==> config.mk <==
export PLATFORM = sky130hd
export DESIGN_NAME = consec_alert_filter
export DESIGN_NICKNAME = d
export VERILOG_FILES = /design/src/rtl/cafp_pkg.sv /design/src/rtl/cafp_cfg_regs.sv /design/src/rtl/cafp_qual_cnt.sv /design/src/rtl/consec_alert_filter.sv
export SDC_FILE = /design/constraint.sdc
export NUM_CORES = 1
export LEC_CHECK = 0
export ABC_CLOCK_PERIOD_IN_PS = 5500
export BUFFER_PORTS_ARGS = -buffer_cell sky130_fd_sc_hd__clkbuf_2
export CAP_MARGIN = 25
export CORE_UTILIZATION = 45
export DETAILED_ROUTE_END_ITERATION = 16
export GPL_ROUTABILITY_DRIVEN = 0
export PLACE_DENSITY = 0.69
export REMOVE_ABC_BUFFERS = 1
export SYNTH_ARGS = -nofsm -noshare
export SYNTH_HDL_FRONTEND = slang
export SYNTH_SLANG_ARGS = --single-unit
==> constraint.sdc <==
create_clock -name clk -period 5.5 [get_ports clk]
set_clock_uncertainty 0.15 [all_clocks]
set_input_delay 0.55 -clock clk [delete_from_list [all_inputs] [get_ports clk]]
set_output_delay 0.55 -clock clk [all_outputs]
set_load 0.01 [all_outputs]
==> src/rtl/cafp_pkg.sv <==
package cafp_pkg;
  localparam int CODE_W = 3;
  localparam int CNT_W  = 3;
  localparam int MAX_NEED = 4;

  // count code decode, undefined codes map to the maximum
  function automatic logic [CNT_W-1:0] need_of(input logic [CODE_W-1:0] code);
    case (code)
      3'b000:  need_of = CNT_W'(1);
      3'b001:  need_of = CNT_W'(2);
      3'b011:  need_of = CNT_W'(3);
      default: need_of = CNT_W'(MAX_NEED);
    endcase
  endfunction
endpackage

==> src/rtl/cafp_cfg_regs.sv <==
module cafp_cfg_regs
  import cafp_pkg::*;
#(
  parameter int NCH = 2,
  parameter int TW  = 8,
  parameter int AW  = 4,
  parameter int DEF_THERM = 85,
  parameter int DEF_ALERT = 70,
  parameter int DEF_SHDN  = 100,
  parameter int DEF_HYST  = 10
) (
  input  logic                    clk,
  input  logic                    rst,
  input  logic                    we,
  input  logic [AW-1:0]           addr,
  input  logic [TW-1:0]           wdata,
  output logic [NCH-1:0][TW-1:0]  therm_lim,
  output logic [NCH-1:0][TW-1:0]  alert_lim,
  output logic [NCH-1:0][TW-1:0]  shdn_lim,
  output logic [TW-1:0]           hyst,
  output logic [CODE_W-1:0]       therm_code,
  output logic [CODE_W-1:0]       alert_code,
  output logic [NCH-1:0]          link
);
  localparam int A_ALERT = NCH;
  localparam int A_SHDN  = 2 * NCH;
  localparam int A_HYST  = 3 * NCH;
  localparam int A_CODES = A_HYST + 1;
  localparam int A_LINK  = A_HYST + 2;

  always_ff @(posedge clk) begin
    if (rst) begin
      for (int i = 0; i < NCH; i++) begin
        therm_lim[i] <= TW'(DEF_THERM);
        alert_lim[i] <= TW'(DEF_ALERT);
        shdn_lim[i]  <= TW'(DEF_SHDN);
      end
      hyst       <= TW'(DEF_HYST);
      therm_code <= 3'b111;
      alert_code <= 3'b000;
      link       <= '0;
    end else if (we) begin
      for (int i = 0; i < NCH; i++) begin
        if (addr == AW'(i))           therm_lim[i] <= wdata;
        if (addr == AW'(A_ALERT + i)) alert_lim[i] <= wdata;
        if (addr == AW'(A_SHDN + i))  shdn_lim[i]  <= wdata;
      end
      if (addr == AW'(A_HYST)) hyst <= wdata;
      if (addr == AW'(A_CODES)) begin
        therm_code <= wdata[2:0];
        alert_code <= wdata[6:4];
      end
      if (addr == AW'(A_LINK)) link <= wdata[NCH-1:0];
    end
  end
endmodule

==> src/rtl/cafp_qual_cnt.sv <==
module cafp_qual_cnt
  import cafp_pkg::*;
(
  input  logic             clk,
  input  logic             rst,
  input  logic             hit,
  input  logic             over,
  input  logic             rel,
  input  logic [CNT_W-1:0] need,
  output logic             flag_q,
  output logic             flag_d
);
  logic [CNT_W-1:0] cnt, cnt_d, cnt_inc;

  assign cnt_inc = (cnt >= need) ? cnt : CNT_W'(cnt + 1'b1);

  always_comb begin
    cnt_d  = cnt;
    flag_d = flag_q;
    if (hit) begin
      if (!flag_q) begin
        if (over) begin
          cnt_d = cnt_inc;
          if (cnt_inc >= need) flag_d = 1'b1;
        end else begin
          cnt_d = '0;
        end
      end else if (rel) begin
        cnt_d  = '0;
        flag_d = 1'b0;
      end else if (over) begin
        cnt_d = cnt_inc;
      end
    end
  end

  always_ff @(posedge clk) begin
    if (rst) begin
      cnt    <= '0;
      flag_q <= 1'b0;
    end else begin
      cnt    <= cnt_d;
      flag_q <= flag_d;
    end
  end


  cnt_cap_chk: assert property (@(posedge clk) disable iff (rst)
    cnt <= CNT_W'(MAX_NEED));

  flag_rise_chk: assert property (@(posedge clk) disable iff (rst)
    $rose(flag_q) |-> $past(hit && over));

  flag_fall_chk: assert property (@(posedge clk) disable iff (rst)
    ($fell(flag_q) && !$past(rst)) |-> $past(hit && rel));

  pre_clear_chk: assert property (@(posedge clk) disable iff (rst)
    (hit && !flag_q && !over) |=> (cnt == '0));

  hold_chk: assert property (@(posedge clk) disable iff (rst)
    (flag_q && !(hit && rel)) |=> flag_q);
endmodule

==> src/rtl/consec_alert_filter.sv <==
module consec_alert_filter
  import cafp_pkg::*;
#(
  parameter int NCH = 2,
  parameter int TW  = 8,
  parameter int AW  = 4,
  parameter int CHW = (NCH > 1) ? $clog2(NCH) : 1
) (
  input  logic           clk,
  input  logic           rst,
  input  logic           cfg_we,
  input  logic [AW-1:0]  cfg_addr,
  input  logic [TW-1:0]  cfg_wdata,
  input  logic           conv_valid,
  input  logic [CHW-1:0] conv_ch,
  input  logic [TW-1:0]  conv_temp,
  input  logic           conv_fault,
  output logic           therm_n,
  output logic           alert_n,
  output logic           shdn_n
);
  logic [NCH-1:0][TW-1:0] therm_lim, alert_lim, shdn_lim;
  logic [TW-1:0]          hyst;
  logic [CODE_W-1:0]      therm_code, alert_code;
  logic [NCH-1:0]         link;
  logic [CNT_W-1:0]       therm_need, alert_need;
  logic [NCH-1:0]         th_q, th_d, al_q, al_d, sd_q, sd_d;

  cafp_cfg_regs #(.NCH(NCH), .TW(TW), .AW(AW)) u_cfg (
    .clk(clk), .rst(rst), .we(cfg_we), .addr(cfg_addr), .wdata(cfg_wdata),
    .therm_lim(therm_lim), .alert_lim(alert_lim), .shdn_lim(shdn_lim),
    .hyst(hyst), .therm_code(therm_code), .alert_code(alert_code), .link(link)
  );

  assign therm_need = need_of(therm_code);
  assign alert_need = need_of(alert_code);

  for (genvar c = 0; c < NCH; c++) begin : g_ch
    logic          hit;
    logic [TW-1:0] th_floor, al_floor, sd_floor;

    assign hit = conv_valid && (conv_ch == CHW'(c));
    // release floors saturate at zero
    assign th_floor = (therm_lim[c] > hyst) ? TW'(therm_lim[c] - hyst) : '0;
    assign al_floor = (alert_lim[c] > hyst) ? TW'(alert_lim[c] - hyst) : '0;
    assign sd_floor = (shdn_lim[c]  > hyst) ? TW'(shdn_lim[c]  - hyst) : '0;

    cafp_qual_cnt u_th (
      .clk(clk), .rst(rst), .hit(hit),
      .over(conv_temp > therm_lim[c]), .rel(conv_temp < th_floor),
      .need(therm_need), .flag_q(th_q[c]), .flag_d(th_d[c])
    );
    cafp_qual_cnt u_al (
      .clk(clk), .rst(rst), .hit(hit),
      .over((conv_temp > alert_lim[c]) || conv_fault),
      .rel((conv_temp < al_floor) && !conv_fault),
      .need(alert_need), .flag_q(al_q[c]), .flag_d(al_d[c])
    );
    cafp_qual_cnt u_sd (
      .clk(clk), .rst(rst), .hit(hit),
      .over(conv_temp > shdn_lim[c]), .rel(conv_temp < sd_floor),
      .need(therm_need), .flag_q(sd_q[c]), .flag_d(sd_d[c])
    );
  end

  always_ff @(posedge clk) begin
    if (rst) begin
      therm_n <= 1'b1;
      alert_n <= 1'b1;
      shdn_n  <= 1'b1;
    end else begin
      therm_n <= ~|th_d;
      alert_n <= ~|al_d;
      shdn_n  <= ~|(sd_d & link);
    end
  end


  rst_out_chk: assert property (@(posedge clk)
    rst |=> (therm_n && alert_n && shdn_n));

  shdn_unlinked_chk: assert property (@(posedge clk) disable iff (rst)
    (link == '0) |=> shdn_n);

  idle_hold_chk: assert property (@(posedge clk) disable iff (rst)
    !conv_valid |=> ($stable(therm_n) && $stable(alert_n)));

  therm_match_chk: assert property (@(posedge clk) disable iff (rst)
    (th_q == '0) |-> therm_n);
endmodule

# After elaboration in Yosys (flattened, before gate mapping)
# Index checks and enable logic that the tools add are counted.
[classes]
bitwise = 2
n_eq_ne = 18
order_cmp = 30
reduce_logical = 31
muxes = 68
add_sub_neg = 12
[op_table]
columns = ["cell", "count"]
rows = [
  ["$gt 8x8->1", 12],
  ["$mux 3", 30],
  ["$lt 8x8->1", 6],
  ["$mux 8", 6],
  ["$sub 8x8->8", 6],
  ["$ge 3x3->1", 12],
  ["$mux 1", 30],
  ["$reduce_and 2->1", 15],
  ["$add 3x1->3 const B", 6],
  ["$ne 3x1->1 const B", 6],
  ["$pmux 3 s3", 2],
  ["$eq 4x3->1 const B", 4],
  ["$eq 4x2->1 const B", 2],
  ["$eq 3x1->1 const B", 2],
  ["$eq 3x2->1 const B", 2],
  ["$logic_not 3->1", 2],
  ["$reduce_or 2->1", 3],
  ["$eq 4x1->1 const B", 1],
  ["$eq 4x4->1 const B", 1],
  ["$logic_and 1x1->1", 4],
  ["$logic_not 1->1", 4],
  ["$logic_not 4->1", 1],
  ["$and 2x2->2", 1],
  ["$logic_or 1x1->1", 2],
  ["$not 1->1", 1],
]
[word_totals]
out_inout_bits = 3
inputBits = 26
register_bits = 91

# Longest topological paths before layout
[logic_depth]
word_depth = 12
depth_mapped = 17

# Modules after synthesis
# From an unflattened synthesis, not the netlist that was laid out.
[unflattened]
hier_cells = 1136
area_unflattened_um2 = 9327.7
[by_module_without_submodules]
columns = ["mod", "seq_area_each_um2", "cells_each", "area_each_um2", "n_inst"]
rows = [
  ["consec_alert_filter", 60.1, 596, 4429.2, 1],
  ["cafp_cfg_regs", 1281.2, 240, 2496.1, 1],
  ["cafp_qual_cnt", 80.1, 50, 400.4, 6],
]

# Least setup slack after synthesis
# No wires, ideal clock.
[synth_timing]
kind = "register to register"
start = "register u_cfg.hyst[1]"
end = "register shdn_n"
slack_ps = 1636
setup_ps = 123
arrival_time_ps = 3591
n_path_buf = 0
path_stages_with_launch = 16
t_required_ps = 5227
path_cell_list = "dfxtp_1 inv_1 ha_1 nor2b_1 o21ai_0 a21oi_1 o21a_1 o41ai_1 mux2_2 ha_1 nand4_1 nor2_1 or4b_1 a311oi_1 a21o_1 a22oi_1"
[synth_via]
elab_chain_cells = 9
[synth_lines]
columns = ["item", "line", "text"]
rows = [
  ["from (decl)", "cafp_cfg_regs.sv:20", "output logic [TW-1:0] hyst,"],
  ["from (signal assigned)", "cafp_cfg_regs.sv:38", "hyst <= TW'(DEF_HYST);"],
  ["from (signal assigned)", "cafp_cfg_regs.sv:48", "if (addr == AW'(A_HYST)) hyst <= wdata;"],
  ["$sub 8x8->8 / $gt 8x8->1 (equally long branches)", "consec_alert_filter.sv:46", "assign sd_floor = (shdn_lim[c] > hyst) ? TW'(shdn_lim[c] - hyst) : '0;"],
  ["$mux 8", "consec_alert_filter.sv:46", ""],
  ["$lt 8x8->1", "consec_alert_filter.sv:61", ".over(conv_temp > shdn_lim[c]), .rel(conv_temp < sd_floor),"],
  ["$mux 1", "cafp_qual_cnt.sv:28", "end else if (rel) begin"],
  ["$mux 1", "cafp_qual_cnt.sv:21", "if (!flag_q) begin"],
  ["$mux 1", "cafp_qual_cnt.sv:20", "if (hit) begin"],
  ["$and 2x2->2 (*)", "consec_alert_filter.sv:74", "shdn_n <= ~|(sd_d & link);"],
  ["$reduce_or 2->1 (*)", "consec_alert_filter.sv:74", ""],
  ["$logic_not 1->1 (*)", "consec_alert_filter.sv:74", ""],
  ["to (signal assigned)", "consec_alert_filter.sv:74", ""],
  ["to (decl)", "consec_alert_filter.sv:20", "output logic shdn_n"],
]
# Every way passes the cells marked *; elsewhere a longest branch is shown, timed or not.
# A chain may end at the register's enable or synchronous reset.

# Final worst setup path
[layout_timing]
start = "register u_cfg.hyst[1]"
end = "register g_ch[0].u_th.cnt[0]"
[layout_via]
elab_chain_cells = 5
[layout_lines]
columns = ["item", "line", "text"]
rows = [
  ["$sub 8x8->8 / $gt 8x8->1 (equally long branches)", "consec_alert_filter.sv:44", "assign th_floor = (therm_lim[c] > hyst) ? TW'(therm_lim[c] - hyst) : '0;"],
  ["$mux 8 (*)", "consec_alert_filter.sv:44", ""],
  ["$lt 8x8->1 (*)", "consec_alert_filter.sv:50", ".over(conv_temp > therm_lim[c]), .rel(conv_temp < th_floor),"],
  ["$ne 3x1->1 (no source line) / $mux 3 (equally long branches)", "--", ""],
  ["$reduce_and 2->1 (no source line) / $mux 3 (equally long branches)", "--", ""],
  ["to (signal assigned)", "cafp_qual_cnt.sv:42", "cnt <= cnt_d;"],
  ["to (decl)", "cafp_qual_cnt.sv:13", "logic [CNT_W-1:0] cnt, cnt_d, cnt_inc;"],
]
# Marks and branches as above.

==> metrics.txt <==
Root Buffer clkbuf_16; Post-Synth XOR/XNOR Area 2.52%; clock buffer depth 2; # resized after CTS 0; Reg area 1820 um^2; Clock power frac 34.7%; largest net degree at the start of global routing 53; clock latency on the worst-skew pair 360 ps; Num CTS Buffers 9; Hold Fails Final Rpt 0; post-route antenna net violation count 0; Worst Hold Class flop to flop; grt total ovfl 0; Critical Path RT 5650 ps; Tmin final roughly 4500 ps; hold-fix buffers at CTS 0; Synth Cell Area 9040 um^2; # IOs 29; Total Negative Setup Slacks 0 ps; Starting Density 46.2%; global-route wire length before repair 39800 um; mux share of post-synthesis cell area 7.32%; via count 8058; First DRT Iteration DRCs 502; VDD IR max 0.153 mV; R2R depth 15; # nets final 1335; Crit. End Element flop; Die Span X 144 um; Detailed Route WL 25000 um; vias in the first global route approximately 7700; placed cells 1377; main combinational cell family by area after synthesis adder cells; Mapped Avg Cell Area 8.21 um^2; register share of total power 39.8%; Slew HR 40.5%; Reg-to-Reg End g_ch[0].u_th.cnt[0]; number of synthesized flops with an enable pin 0; commonest non-fill, non-tap cells in the layout ha_1, nor2_1, inv_1; clock-pin slew on the worst setup and hold paths around 60 ps; DRC viols 0; CP Max Fanout 9; full die area 20700 um^2; Lkg Pwr 4.56 nW; Switching Share 31.6%; number of clock sinks 91; vias per cell 5.78; FF-to-FF Start u_cfg.hyst[1]; Worst Setup Start Kind flop; post-synthesis simple-gate area fraction 20.4%; fillcell total 1960; unrepaired setup endpoints after global routing false; DP Wirelength around 18000 um; die height approximately 140 um; commonest non-fill, non-tap cell in the layout ha_1; post-CTS setup repair buffer count 0; H-Tree Depth 3; DP Area 9460 um^2; Worst Path Arrival 4650 ps; status completed; YS warnings 0; share of synthesized registers carrying an async set or reset 0%; pwr/cell area 179 nW/um^2; GR Util All Layers 25.5%; Max Slew Vio Count 0; Worst Tran Pin Value 889 ps; Synth Register Bits 91; TritonCTS clock tree yes; Core Area 19600 um^2; Ant. Diodes 0; share of layout cells above drive strength 1 6.38%; Post-Synth Adder-Cell Area 26.2%; area grow syn2layout 7.75%; Worst setup startpoint u_cfg.hyst[1]; Max-Cap Viols 0; R2R setup slack 990 ps; WHS Path Cells 1; Cell variety after synth 71; initial antenna violation count 0; Non-Filler Instances ~1400; P_int around 1.2 mW; Synth Flop Type dfxtp_1; complex-gate fraction of the synthesized area 18.1%; CP Capture Point g_ch[0].u_th.cnt[0]; multi-input logic area 6750 um^2; Routed wire per std cell 18.0 um; IO Port Bufs 28; Net Sw Power 552 uW; row count 51; Setup-failing EPs final 0; Logic pwr share 25.5%; Seq/Total Area, Yosys between 20% and 30%; Hold WS ~330 ps; design area 9740 um^2; Final period util 82.0%; Fmax achieved ~220 MHz; kind of critical path flop to flop; synthesized instance count between 1000 and 1500; first-pass iteration count of the detailed router 5
[cell usage after synthesis, types with 11 or more instances]
| cell type | n | area (um^2) |
|---|---|---|
| nand2_1 | 84 | 315 |
| nor3_1 | 17 | 85.1 |
| xnor2_1 | 17 | 149 |
| o211ai_1 | 19 | 143 |
| o21a_1 | 11 | 82.6 |
| o21ai_0 | 29 | 145 |
| nand3b_1 | 12 | 90.1 |
| a21oi_1 | 68 | 340 |
| inv_1 | 102 | 383 |
| a21o_1 | 30 | 225 |
| nor2b_1 | 14 | 87.6 |
| nand3_1 | 41 | 205 |
| ha_1 | 180 | 2250 |
| nand2b_1 | 26 | 163 |
| nand4_1 | 26 | 163 |
| clkbuf_1 | 17 | 63.8 |
| nor2_1 | 103 | 387 |
| dfxtp_1 | 91 | 1820 |
| a31oi_1 | 11 | 68.8 |
| a211oi_1 | 11 | 82.6 |
| mux2i_1 | 56 | 561 |
[how the worst min path moves through the flow]
stage                   from      to  slack [ps]
2_1_floorplan  u_cfg.link[0]  shdn_n         270
3_5_place_dp   u_cfg.link[0]  shdn_n         310
4_1_cts        u_cfg.link[0]  shdn_n         320
3_3_place_gp   u_cfg.link[0]  shdn_n         290
6_report       u_cfg.link[0]  shdn_n         330
5_1_grt        u_cfg.link[0]  shdn_n         350
[through the flow]
stage                     setup slack [ps]  utilization (%)  total power [mW]
after floorplan                       1640                -              1.01
after global placement                1260             48.3              1.14
after detailed placement              1100             48.3              1.15
after CTS                             1010             49.7              1.76
after global routing                   768             49.7              1.85
final                                  993             49.7              1.75
[cell type report]
type	instances	area share, %
clock buffer	13	2.67
clock inverter	3	0.231
inverter	102	3.93
multi-input combinational	886	69.2
sequential	91	18.7
tap	265	3.40
timing repair buffer	33	1.82
[per-layer routing]
metal	track usage (%)	vias to the layer above	routed length, um
li1	-	4060	-
met3	3.43	47	1240
met5	0	-	0
met4	11.6	0	885
met2	41.9	196	11300
met1	33.0	3755	11600
[registers in the layout, indices dropped and copies added (netlist names)]
| signal | cells |
|---|---|
| g_ch.u_th.flag_q | 2 |
| u_cfg.shdn_lim | 16 |
| g_ch.u_th.cnt | 6 |
| u_cfg.therm_lim | 16 |
| u_cfg.alert_lim | 16 |
| u_cfg.hyst | 8 |
| u_cfg.link | 2 |
| alert_n | 1 |
| g_ch.u_al.cnt | 6 |
| u_cfg.therm_code | 3 |
| g_ch.u_sd.flag_q | 2 |
| shdn_n | 1 |
| g_ch.u_sd.cnt | 6 |
| g_ch.u_al.flag_q | 2 |
| u_cfg.alert_code | 3 |
| therm_n | 1 |
[worst max-delay path, cell delays in order (launching register included)]
cell      delay, ps
dfxtp_1         520
inv_1           310
ha_1            380
nor2b_1         130
o21ai_0         200
a21oi_1         140
o21a_1          210
o41ai_1         320
mux2_2          390
ha_1            310
nand4_1         130
or2_1           250
a211oi_2        380
nor4b_4         110
nor4b_1         370
a211o_1         150
[power by group through the flow]
stage	sequential [mW]	combinational (mW)	clock, mW
after global routing	0.697	0.504	0.648
after CTS	0.694	0.443	0.620
after detailed placement	0.709	0.440	0
after global placement	0.709	0.429	0
final	0.695	0.445	0.607
after floorplan	0.706	0.306	0
[cells by family after synthesis]
logic type,after synthesis
mux,65
simple gates,369
compound gates,240
xor+xnor,26
flops,91
fa+ha+maj,186
buf+inv,125
No activity file was read; power rests on OpenSTA's default activity.
